[config.mk]
export PLATFORM = sky130hd
export DESIGN_NAME = exc_arbiter
export DESIGN_NICKNAME = d
export VERILOG_FILES = /design/src/rtl/exc_arbiter.sv
export SDC_FILE = /design/constraint.sdc
export NUM_CORES = 1
export LEC_CHECK = 0
export ABC_AREA = 1
export BUFFER_PORTS_ARGS = -buffer_cell sky130_fd_sc_hd__buf_2
export CORE_ASPECT_RATIO = 1.75
export CORE_MARGIN = 2
export CORE_UTILIZATION = 30
export CTS_CLUSTER_DIAMETER = 60
export CTS_CLUSTER_SIZE = 20
export DETAILED_ROUTE_END_ITERATION = 8
export PLACE_DENSITY_LB_ADDON = 0.05
export SLEW_MARGIN = 30
export SYNTH_ARGS = -nofsm -noshare
export SYNTH_HDL_FRONTEND = slang
export SYNTH_SLANG_ARGS = --single-unit
[constraint.sdc]
create_clock -name clk -period 2 [get_ports clk]
set_input_delay 0.3 -clock clk [delete_from_list [all_inputs] [get_ports clk]]
set_output_delay 0.3 -clock clk [all_outputs]
set_load 0.05 [all_outputs]
[src/rtl/exc_arbiter.sv]
`timescale 1ns/1ps
module exc_arbiter #(
  parameter int OPW = 3,
  parameter int MODEW = 2,
  parameter logic [MODEW-1:0] TRACE_MODE = 2,
  parameter logic [OPW-1:0] OP_RTE = 1,
  parameter logic [OPW-1:0] OP_ANDC = 2,
  parameter logic [OPW-1:0] OP_ORC = 3,
  parameter logic [OPW-1:0] OP_XORC = 4,
  parameter logic [OPW-1:0] OP_LDCCR = 5
) (
  input  logic             clk,
  input  logic             res_n,
  input  logic             wdt_ovf,
  input  logic             ill_op,
  input  logic             addr_err,
  input  logic             insn_done,
  input  logic [OPW-1:0]   retired_op,
  input  logic             trace_en,
  input  logic [MODEW-1:0] int_mode,
  input  logic             irq,
  input  logic             sleep_exec,
  input  logic             trap_exec,
  input  logic             sby_soft,
  input  logic             sby_slp_ie,
  input  logic             entry_done,
  output logic             in_reset,
  output logic             exc_start,
  output logic [6:0]       exc_sel,
  output logic [2:0]       exc_code
);
  localparam int NX = 7;
  localparam int CW = $clog2(NX + 1);
  localparam int X_RST = 0, X_ILL = 1, X_TRC = 2, X_AE = 3, X_IRQ = 4, X_SLP = 5, X_TRP = 6;

  logic [NX-1:0] pend, pend_nx, gnt, clr;
  logic [NX-1:0] sel_q;
  logic          ae_raw, busy, start_q;

  wire entry_end = entry_done & busy;
  wire boundary  = insn_done | entry_end;
  wire ccr_write = insn_done & (retired_op == OP_ANDC || retired_op == OP_ORC ||
                                retired_op == OP_XORC || retired_op == OP_LDCCR);
  wire rte_done  = insn_done & (retired_op == OP_RTE);
  wire rst_end   = entry_end & sel_q[X_RST];
  wire trc_hit   = boundary & trace_en & (int_mode == TRACE_MODE) & ~rte_done;
  wire irq_ok    = irq & ~ccr_write & ~rst_end;
  wire take      = ~busy & (|pend);

  assign gnt = pend & (~pend + 1'b1);
  assign clr = take ? (gnt[X_RST] ? {NX{1'b1}} : gnt) : '0;

  always_comb begin
    pend_nx = pend & ~clr;
    pend_nx[X_RST] = pend_nx[X_RST] | wdt_ovf;
    pend_nx[X_ILL] = pend_nx[X_ILL] | ill_op;
    pend_nx[X_TRC] = pend_nx[X_TRC] | trc_hit;
    pend_nx[X_AE]  = pend_nx[X_AE] | (insn_done & (ae_raw | addr_err) & ~(take & gnt[X_RST]));
    pend_nx[X_SLP] = pend_nx[X_SLP] | (sleep_exec & ~sby_soft & sby_slp_ie);
    pend_nx[X_TRP] = pend_nx[X_TRP] | trap_exec;
    if (boundary) pend_nx[X_IRQ] = irq_ok;
  end

  always_ff @(posedge clk) begin
    if (!res_n) begin
      pend    <= NX'(1);
      ae_raw  <= 1'b0;
      busy    <= 1'b0;
      sel_q   <= '0;
      start_q <= 1'b0;
    end else begin
      pend    <= pend_nx;
      start_q <= take;
      if (take && gnt[X_RST]) ae_raw <= 1'b0;
      else if (insn_done)     ae_raw <= 1'b0;
      else if (addr_err)      ae_raw <= 1'b1;
      if (take) begin
        busy  <= 1'b1;
        sel_q <= gnt;
      end else if (entry_end) begin
        busy  <= 1'b0;
        sel_q <= '0;
      end
    end
  end

  always_comb begin
    exc_code = '1;
    for (int i = NX - 1; i >= 0; i--)
      if (sel_q[i]) exc_code = CW'(i);
  end

  assign in_reset  = ~res_n;
  assign exc_start = start_q;
  assign exc_sel   = sel_q;
endmodule

-- After elaboration in Yosys (flattened, before gate mapping)
Index checks and enable logic that the tools add are counted.
- bitwise gates (word level): 34
- add/subtract/negate cells: 1
- equal/unequal tests: 6
- multiplexer cells: 14
- reduce and logical (&&, ||, !) cells: 7
- operators by type and width (cell ; number):
    two-way mux 7 bit ; 4
    two-way mux 3 bit ; 6
    AND 1 bit ; 15
    AND 7 bit ; 2
    NOT 7 bit ; 2
    bitwise OR 1 bit ; 8
    adder 7 x 1 -> 7 bit (second input constant) ; 1
    NOT 1 bit ; 7
    OR reduction 7 bit ; 1
    equality test 3 x 2 -> 1 bit (second input constant) ; 2
    equality test 3 bit (second input constant) ; 2
    two-way mux 1 bit ; 4
    equality test 3 x 1 -> 1 bit (second input constant) ; 1
    logical OR 1 bit ; 3
    OR reduction 3 bit ; 1
    equality test 2 bit (second input constant) ; 1
    nonzero test 2 bit ; 1
    logical AND 1 bit ; 1
- input bits: 18
- register bits: 17
- output and inout port bits: 12

-- Logic depth before layout (Yosys ltp)
Gate-level depths: netlist of the first run.
- word-level depth: 9
- mapped depth: 7

-- Worst setup path after synthesis of the first run
OpenSTA, ideal clock, no wires.
- path type: register to output
- start point: register sel_q[0], in the netlist exc_sel[0]
- end point: output exc_code[2]
- arrival time: 2109 ps
- cell stages (with the launch flop): 2
- path slack: -409 ps
- path buffers: 0
- cells stage by stage: dfxtp_1 nor4_1
- longest elaborated chain between the ends: 1
- RTL lines (element ; line ; text):
    from (decl) ; 37 ; logic [NX-1:0] sel_q;
    from (signal assigned) ; 79 ; sel_q <= gnt;
    two-way mux 3 bit ; 90 ; if (sel_q[i]) exc_code = CW'(i);
    to (decl) ; 30 ; output logic [2:0] exc_code
No other way between the ends.

-- Worst setup path after layout of the first run
- start point: register sel_q[5], in the netlist exc_sel[5]
- end point: output exc_code[0]
- longest elaborated chain between the ends: 6
- RTL lines (element ; line):
    two-way mux 3 bit (6 in a row) ; 90
No other way between the ends.

==> results of run 1 <==
## sequential cells by signal, summed over array words and instances, names as in the netlist
name       count
ae_raw         1
busy           1
exc_sel        7
exc_start      1
pend           7
## worst max-delay path by stage
| stage | to | startpoint | slack [ns] |
|---|---|---|---|
| floorplan | exc_code[2] | exc_sel[0]$_SDFFE_PN0P_ | 0.13 |
| global placement | exc_code[0] | exc_sel[5]$_SDFFE_PN0P_ | 0.65 |
| detailed placement | exc_code[0] | exc_sel[5]$_SDFFE_PN0P_ | 0.63 |
| CTS | exc_code[0] | exc_sel[5]$_SDFFE_PN0P_ | 0.35 |
| global route | exc_code[0] | exc_sel[5]$_SDFFE_PN0P_ | 0.23 |
| finish | exc_code[0] | exc_sel[5]$_SDFFE_PN0P_ | 0.38 |
## logic make-up after synthesis
kind of cell,share of synthesized area
flops,0.417
compound gates,0.107
simple gates,0.400
buf+inv,0.0752
## worst max-delay path: stages (launching register included)
cell     delay (ns)
dfxtp_1        0.37
inv_1          0.05
a21oi_1        0.14
nor2_1         0.05
nor2_1         0.08
nor2_1         0.05
nor2_2         0.07
buf_2          0.26
## metrics by stage
stage / util / cells / total power, W / instance area (um2) / setup WS, ns
floorplan: - / 117 / 0.000506 / 830 / 0.130
global placement: 0.380 / 173 / 0.000562 / 1010 / 0.655
detailed placement: 0.380 / 173 / 0.000563 / 1010 / 0.628
CTS: 0.397 / 177 / 0.000818 / 1060 / 0.348
global route: 0.397 / 177 / 0.000852 / 1060 / 0.227
finish: 0.397 / 177 / 0.000812 / 1060 / 0.375
## power by group
group	total, W	internal (W)	switching (W)
combinational	0.000178	0.0000563	0.000122
clock	0.000260	0.000142	0.000119
sequential	0.000373	0.000355	0.0000180
## synth_stat cells
cell and number:
nor3_1 3, a21boi_1 1, a21oi_1 8, nand3_1 14, nand4_1 3, or2_4 1, nand3b_1 1, nand2_2 2
o21ai_0 2, a21oi_2 1, nor2_1 19, o22ai_1 1, inv_1 13, a211oi_1 1, dfxtp_1 17, nand2_1 20
a21boi_0 1, nor2_2 2, nor4_1 2, buf_2 1, inv_2 2, nand2_4 2
## layer usage
metal	routed length [um]	global-route usage	vias to the layer above
met5	0	0	-
met4	52	0.0909	0
li1	-	-	450
met3	93	0.0223	5
met1	760	0.153	400
met2	1200	0.295	27
## final cells by class
type / instances / area [um2] / share of cell area
multi-input cells: 84 / 428 / 0.405
inverters: 15 / 56.3 / 0.0533
flip-flops and latches: 17 / 340 / 0.322
well taps: 27 / 33.8 / 0.0320
repair buffers: 30 / 153 / 0.145
clock buffers: 4 / 45.0 / 0.0427
==> qor.txt, run 1 <==
Fmax: 615 MHz
Hold_buf cts: 0
Core Area: 0.00266 mm2
Tightest Pin Transition: 0.260 ns
Die W: 43.4 um
Lkg Pwr: 0.504 nW
CTS tree: yes
Final hold vios: 0
Hold_sp: wdt_ovf
Synth Register Bits: 17
Vias: 882
H-tree level count: 1
Startpoint Class: register
Die area: 0.00317 mm2
Synth warnings: 0
Total GRT Usage: 0.156
Vias in the first global route: 842
Largest net degree at the start of global routing: 10
Clock root buffer: clkbuf_8
Power Dens Cells: 769 mW/mm2
Global route overflow: 0
DRC Markers: 0
Worst min path class: input pin to register
Antenna Nets Post-Route: 0
Via density: 4.98
Nets: 169
Detail Placement HPWL: 1770 um
Seq/Total Area, Yosys: 0.417
First-pass GRT wire length: 3630 um
Max_slew headroom: 0.825
Outcome: complete, no violations
DRT iter0 DRCs: 18
I/O Pins: 30
Placer Congestion: 0.795
# setup viols final: 0
Worst R2R Start: pend[1]$_SDFF_PN0_
Clock sinks: 17
Clk_lat worst skew: 0.25 ns
CP arrival: 1.32 ns
Max Fanout on Critical Path: 4
Syn Area/Cell: 6.97 um2
Clock tree buffer depth: 2
Syn_nets: 135
CTS buffer count: 3
CP Class: register to primary output
Area share of the largest cell type after synthesis: 0.417
Routed len/inst: 11.9 um
Register-to-Register Setup Slack: 0.70 ns
Fillers: 304
Pre-antenna DRT Iters: 4
Synth area leader: dfxtp_1
Layout Area Growth over Synthesis: 29.4%
Most frequent cells in the layout: 29 x buf_2, 20 x nand2_1, 18 x nor2_1
Hold Crit Depth: 3
Area contributors post-synth: dfxtp_1 42%, nand2_1 9.2%, nor2_1 8.7%, nand3_1 8.6%, inv_1 6.0%
Setup TNS: 0 ns
Period utilization: 0.812
Initial core utilization: 0.307
Layout cells sized above 1: 0.307
Netlist cell types: 22
RSZ-0062 raised after global routing: no
Routed WL: 2110 um
VDD IR-drop max: 341 uV
Initial antenna violation count: 0
Row cnt: 25
Commonest non-fill, non-tap cell in the layout: buf_2
Height of the die: 73.0 um
Final Max Tran Viols: 0
Synth Cell Area: 816 um2
Number of max-cap violations: 0
Critical Path RT: 1.70 ns
Inserted Diodes: 0
R2R cell count: 6
PortBufs: 29
Fin crit period: 1.62 ns
RR Endpoint: exc_sel[4]$_SDFFE_PN0P_
Skew final: 0.00121 ns
Hold WS: 0.233 ns
Post-CTS Setup Repair Bufs: 0
Worst-path clk slew: 0.07 ns
Post-CTS sizing: 0
Post-synthesis cell count: 117
Worst Hold Endpoint: pend[0]$_SDFF_PN1_
CP Capture Type: primary output
Power figures use the tool's default switching activity.
==> inputs of run 2 (changes only) <==
ABC_AREA = 0   (was 1)
clock period = 1.7 ns   (was 2 ns; I/O delays follow)
==> qor.txt, run 2 <==
Outcome: complete, no violations
Period utilization: 0.918
Number of max-cap violations: 0
Main synth FF type: dfxtp_1
Delay-heaviest family, CP: flip-flops
Height of the die: 73.0 um
Hold_buf cts: 0
Buf+Inv Stages, Crit Path: 2
Pre-antenna DRT Iters: 3
Global route overflow: 0
Routed WL: 2190 um
Antenna Nets Post-Route: 0
Layout cells sized above 1: 0.341
Total GRT Usage: 0.162
Syn_nets: 116
Area share of the largest cell type after synthesis: 0.417
Post-CTS sizing: 0
Initial core utilization: 0.307
Post-CTS Setup Repair Bufs: 0
Cell area after layout: 0.00107 mm2
Fmax: 641 MHz
DRC Markers: 0
Power Dens Cells: 871 mW/mm2
Most frequent cell after synthesis: dfxtp_1
Synth area leader: dfxtp_1
VDD IR-drop max: 435 uV
Die area: 0.00317 mm2
CP Capture Type: primary output
Max_slew headroom: 0.805
Slowest stage delay, CP: 0.37 ns
Final hold vios: 0
Skew final: 0.000936 ns
Async S/R FF share, synth: 0
Vias in the first global route: 824
Largest family of logic cells by synthesized area: simple AND/OR/NAND/NOR gates
Post-synthesis cell count: 98
# setup viols final: 0
CTS tree: yes
Synth warnings: 0
Post-synthesis adder-cell area fraction: 0
Nets: 151
Seq/Total Area, Yosys: 0.417
Largest net degree at the start of global routing: 12
Clock tree buffer depth: 2
Synth Area in XOR/XNOR: 0.0107
Syn Area/Cell: 8.32 um2
Util after Layout: 0.402
First-pass GRT wire length: 3770 um
Simple-gate share of the synthesized area: 0.282
Synth Cell Area: 816 um2
Most frequent cells after synthesis: 17 x dfxtp_1, 14 x a21oi_1, 9 x nand2_1, 9 x nor2_1, 6 x inv_1
Via density: 5.19
Placer Congestion: 0.779
CP max-delay cell: dfxtp_1
Clk_lat worst skew: 0.26 ns
Inserted Diodes: 0
H-tree level count: 1
Netlist cell types: 32
Clock sinks: 17
Multi-input logic area: 445 um2
Commonest non-fill, non-tap cell in the layout: buf_2
Most frequent cells in the layout: 29 x buf_2, 17 x dfxtp_1, 13 x a21oi_1
Row cnt: 25
Crit-path cells: inv_1 > a21oi_1 > o21bai_1 > a21oi_2 > buf_2
CP arrival: 1.30 ns
Fillers: 285
Tightest Pin Transition: 0.288 ns
Clock root buffer: clkbuf_8
Detail Placement HPWL: 1670 um
DP Cell Count: 155
DRT iter0 DRCs: 20
CP Class: register to primary output
CTS buffer count: 3
Area contributors post-synth: dfxtp_1 42%, a21oi_1 8.6%, nand2_1 4.1%, nor2_1 4.1%, o21ai_0 3.1%
Reg area: 340 um2
Max Fanout on Critical Path: 4
EDFF count, synth: 0
Routed len/inst: 13.8 um
Compound-gate portion of the synthesized area: 0.235
Layout Area Growth over Synthesis: 31.1%
Startpoint Class: register
PortBufs: 29
Mux cell area share after synthesis: 0
Core Area: 0.00266 mm2
Final Max Tran Viols: 0
Vias: 825
RSZ-0062 raised after global routing: no
Synth Register Bits: 17
Worst min path class: input pin to register
Fin crit period: 1.56 ns
Critical Path RT: 1.44 ns
Worst-path clk slew: 0.06 ns
Layout Cells excl Fill: 159
Placed Area: 0.00102 mm2
I/O Pins: 30
Initial antenna violation count: 0
Die W: 43.4 um
Lkg Pwr: 0.464 nW
==> run 2: power breakdown <==
part	switching, W	leakage (nW)	internal (W)
clock	0.000144	0.0228	0.000167
sequential	0.0000240	0.139	0.000415
combinational	0.000112	0.302	0.0000693
total	0.000280	0.464	0.000651
==> run 2: cell families after synthesis <==
group / after synthesis
xor+xnor: 1
simple gates: 41
flops: 17
buf+inv: 10
compound gates: 29
==> run 2: final timing paths <==
kind	startpoint	to	slack (ns)	depth (start not counted)
worst min-delay path	wdt_ovf	pend[0]$_SDFF_PN1_	0.18	2
worst min register to register	ae_raw$_SDFFE_PP0P_	ae_raw$_SDFFE_PP0P_	0.50	2
worst max register to register	pend[1]$_SDFF_PN0_	busy$_SDFFE_PN0P_	0.17	3
worst max-delay path	exc_sel[5]$_SDFFE_PN0P_	exc_code[0]	0.14	5
==> run 2: per-stage QoR <==
step	worst slack, ns	power (W)	setup TNS (ns)	hold slack [ns]
2_1_floorplan	-0.125	0.000569	-0.136	0.334
3_3_place_gp	0.195	0.000631	0	0.445
3_5_place_dp	0.179	0.000632	0	0.443
4_1_cts	0.113	0.000941	0	0.178
5_1_grt	0.0493	0.000978	0	0.185
6_report	0.140	0.000932	0	0.176
==> run 2: per-layer routing <==
metal | vias up | GRT usage | share of wire
li1 | 427 | - | -
met1 | 370 | 0.174 | 0.42
met2 | 23 | 0.289 | 0.52
met3 | 5 | 0.0223 | 0.038
met4 | 0 | 0.101 | 0.030
met5 | - | 0 | 0
==> run 2: worst register-to-register path, stage by stage, from the launching register on <==
cell and delay (ns):
dfxtp_1 0.38, or4_4 0.58, or2_4 0.28, o211a_1 0.20
==> run 2: area by class of cell <==
| cell class | instances | share of cell area |
|---|---|---|
| clock buffer | 4 | 0.0421 |
| inverter | 6 | 0.0211 |
| multi-input combinational | 71 | 0.416 |
| sequential | 17 | 0.318 |
| tap | 27 | 0.0316 |
| timing repair buffer | 34 | 0.171 |
==> inputs of run 3 (changes only) <==
CORE_ASPECT_RATIO = unset   (was 1.75)
==> qor.txt, run 3 (synthesized netlist as in run 2, its figures left out) <==
Hold_sp: wdt_ovf
Util after Layout: 0.415
Total GRT Usage: 0.132
Clock sinks: 17
Fmax: 627 MHz
Nets: 150
Most frequent cells in the layout: 29 x buf_2, 17 x dfxtp_1, 13 x a21oi_1
Fin crit period: 1.59 ns
Placer Congestion: 0.813
Row cnt: 18
Die W: 56.1 um
CP Capture Type: primary output
I/O Pins: 30
CP arrival: 1.34 ns
Worst-path clk slew: 0.10 ns
Via density: 5.09
VDD IR-drop max: 337 uV
R2R cell count: 3
Number of max-cap violations: 0
Tightest Pin Transition: 0.433 ns
Hold WS: 0.140 ns
CTS buffer count: 3
Post-CTS Setup Repair Bufs: 0
RR Endpoint: busy$_SDFFE_PN0P_
Max Fanout on Critical Path: 4
H-tree level count: 1
Hold_buf cts: 0
Clk_lat worst skew: 0.28 ns
Global route overflow: 0
Antenna Nets Post-Route: 0
Lkg Pwr: 0.450 nW
Layout Area Growth over Synthesis: 28.4%
Pre-antenna DRT Iters: 4
CP Class: register to primary output
DRC Markers: 0
First-pass GRT wire length: 3220 um
Inserted Diodes: 0
Clock tree buffer depth: 2
Critical Path RT: 1.44 ns
Vias: 819
Skew final: 0.00103 ns
# setup viols final: 0
Core Area: 0.00252 mm2
Commonest non-fill, non-tap cell in the layout: buf_2
Die area: 0.00315 mm2
Worst Hold Endpoint: pend[0]$_SDFF_PN1_
Register-to-Register Setup Slack: 0.16 ns
Outcome: complete, no violations
Power Dens Cells: 799 mW/mm2
Largest net degree at the start of global routing: 12
Vias in the first global route: 732
Layout cells sized above 1: 0.336
PortBufs: 29
Startpoint Class: register
Final hold vios: 0
Period utilization: 0.938
Worst R2R Start: pend[1]$_SDFF_PN0_
Initial antenna violation count: 0
CTS tree: yes
DRT iter0 DRCs: 13
Initial core utilization: 0.323
Max_slew headroom: 0.709
Final Max Tran Viols: 0
Clock root buffer: clkbuf_4
Detail Placement HPWL: 1580 um
Routed WL: 2030 um
RSZ-0062 raised after global routing: no
Worst min path class: input pin to register
Height of the die: 56.1 um
Post-CTS sizing: 0
Routed len/inst: 12.6 um
Hold Crit Depth: 2
run 3: cell types whose count changed in the layout (fill, tap and decap cells not counted), sizes merged:
| cell | before | now |
|---|---|---|
| buf | 34 | 33 |
run 3: report_power, final:
group,internal [W],switching [W]
Sequential,0.000415,0.0000237
Clock,0.0000911,0.000128
Combinational,0.0000678,0.000111
run 3: area by class of cell:
type	count	area [um2]
Tap cell	30	37.5
Inverter	6	22.5
Clock buffer	4	26.3
Fill cell	268	1480
Timing Repair Buffer	33	175
Sequential cell	17	340
Multi-Input combinational cell	71	445
run 3: worst max-delay path by stage:
stage / endpoint / slack [ns] / cells past startpoint / startpoint
6_report: exc_code[0] / 0.11 / 5 / exc_sel[5]$_SDFFE_PN0P_
5_1_grt: exc_code[0] / 0.01 / 5 / exc_sel[5]$_SDFFE_PN0P_
4_1_cts: exc_code[0] / 0.08 / 5 / exc_sel[5]$_SDFFE_PN0P_
3_5_place_dp: busy$_SDFFE_PN0P_ / 0.18 / 3 / pend[1]$_SDFF_PN0_
3_3_place_gp: busy$_SDFFE_PN0P_ / 0.20 / 3 / pend[1]$_SDFF_PN0_
2_1_floorplan: exc_code[2] / -0.12 / 1 / exc_sel[0]$_SDFFE_PN0P_
run 3: stage by stage:
| step | power [W] | instances | worst slack (ns) | instance area [um2] | TNS [ns] |
|---|---|---|---|---|---|
| detailed placement | 0.000628 | 157 | 0.184 | 1020 | 0 |
| global route | 0.000875 | 161 | 0.0135 | 1050 | 0 |
| global placement | 0.000627 | 157 | 0.199 | 1020 | 0 |
| finish | 0.000837 | 161 | 0.106 | 1050 | 0 |
| CTS | 0.000847 | 161 | 0.0753 | 1050 | 0 |
| floorplan | 0.000569 | 98 | -0.125 | 831 | -0.136 |
run 3: routing by layer:
layer | GRT usage | vias up | routed length, um | share of wire
li1 | - | 425 | - | -
met1 | 0.162 | 361 | 928 | 0.46
met2 | 0.222 | 31 | 938 | 0.46
met3 | 0.0209 | 2 | 141 | 0.070
met4 | 0.0612 | 0 | 18 | 0.0089
met5 | 0 | - | 0 | 0
run 3: critical path, cell delays in order, from the launching register on:
cell,delay (ns)
dfxtp_1,0.38
inv_1,0.05
a21oi_1,0.15
o21bai_1,0.09
a21oi_2,0.12
buf_2,0.26
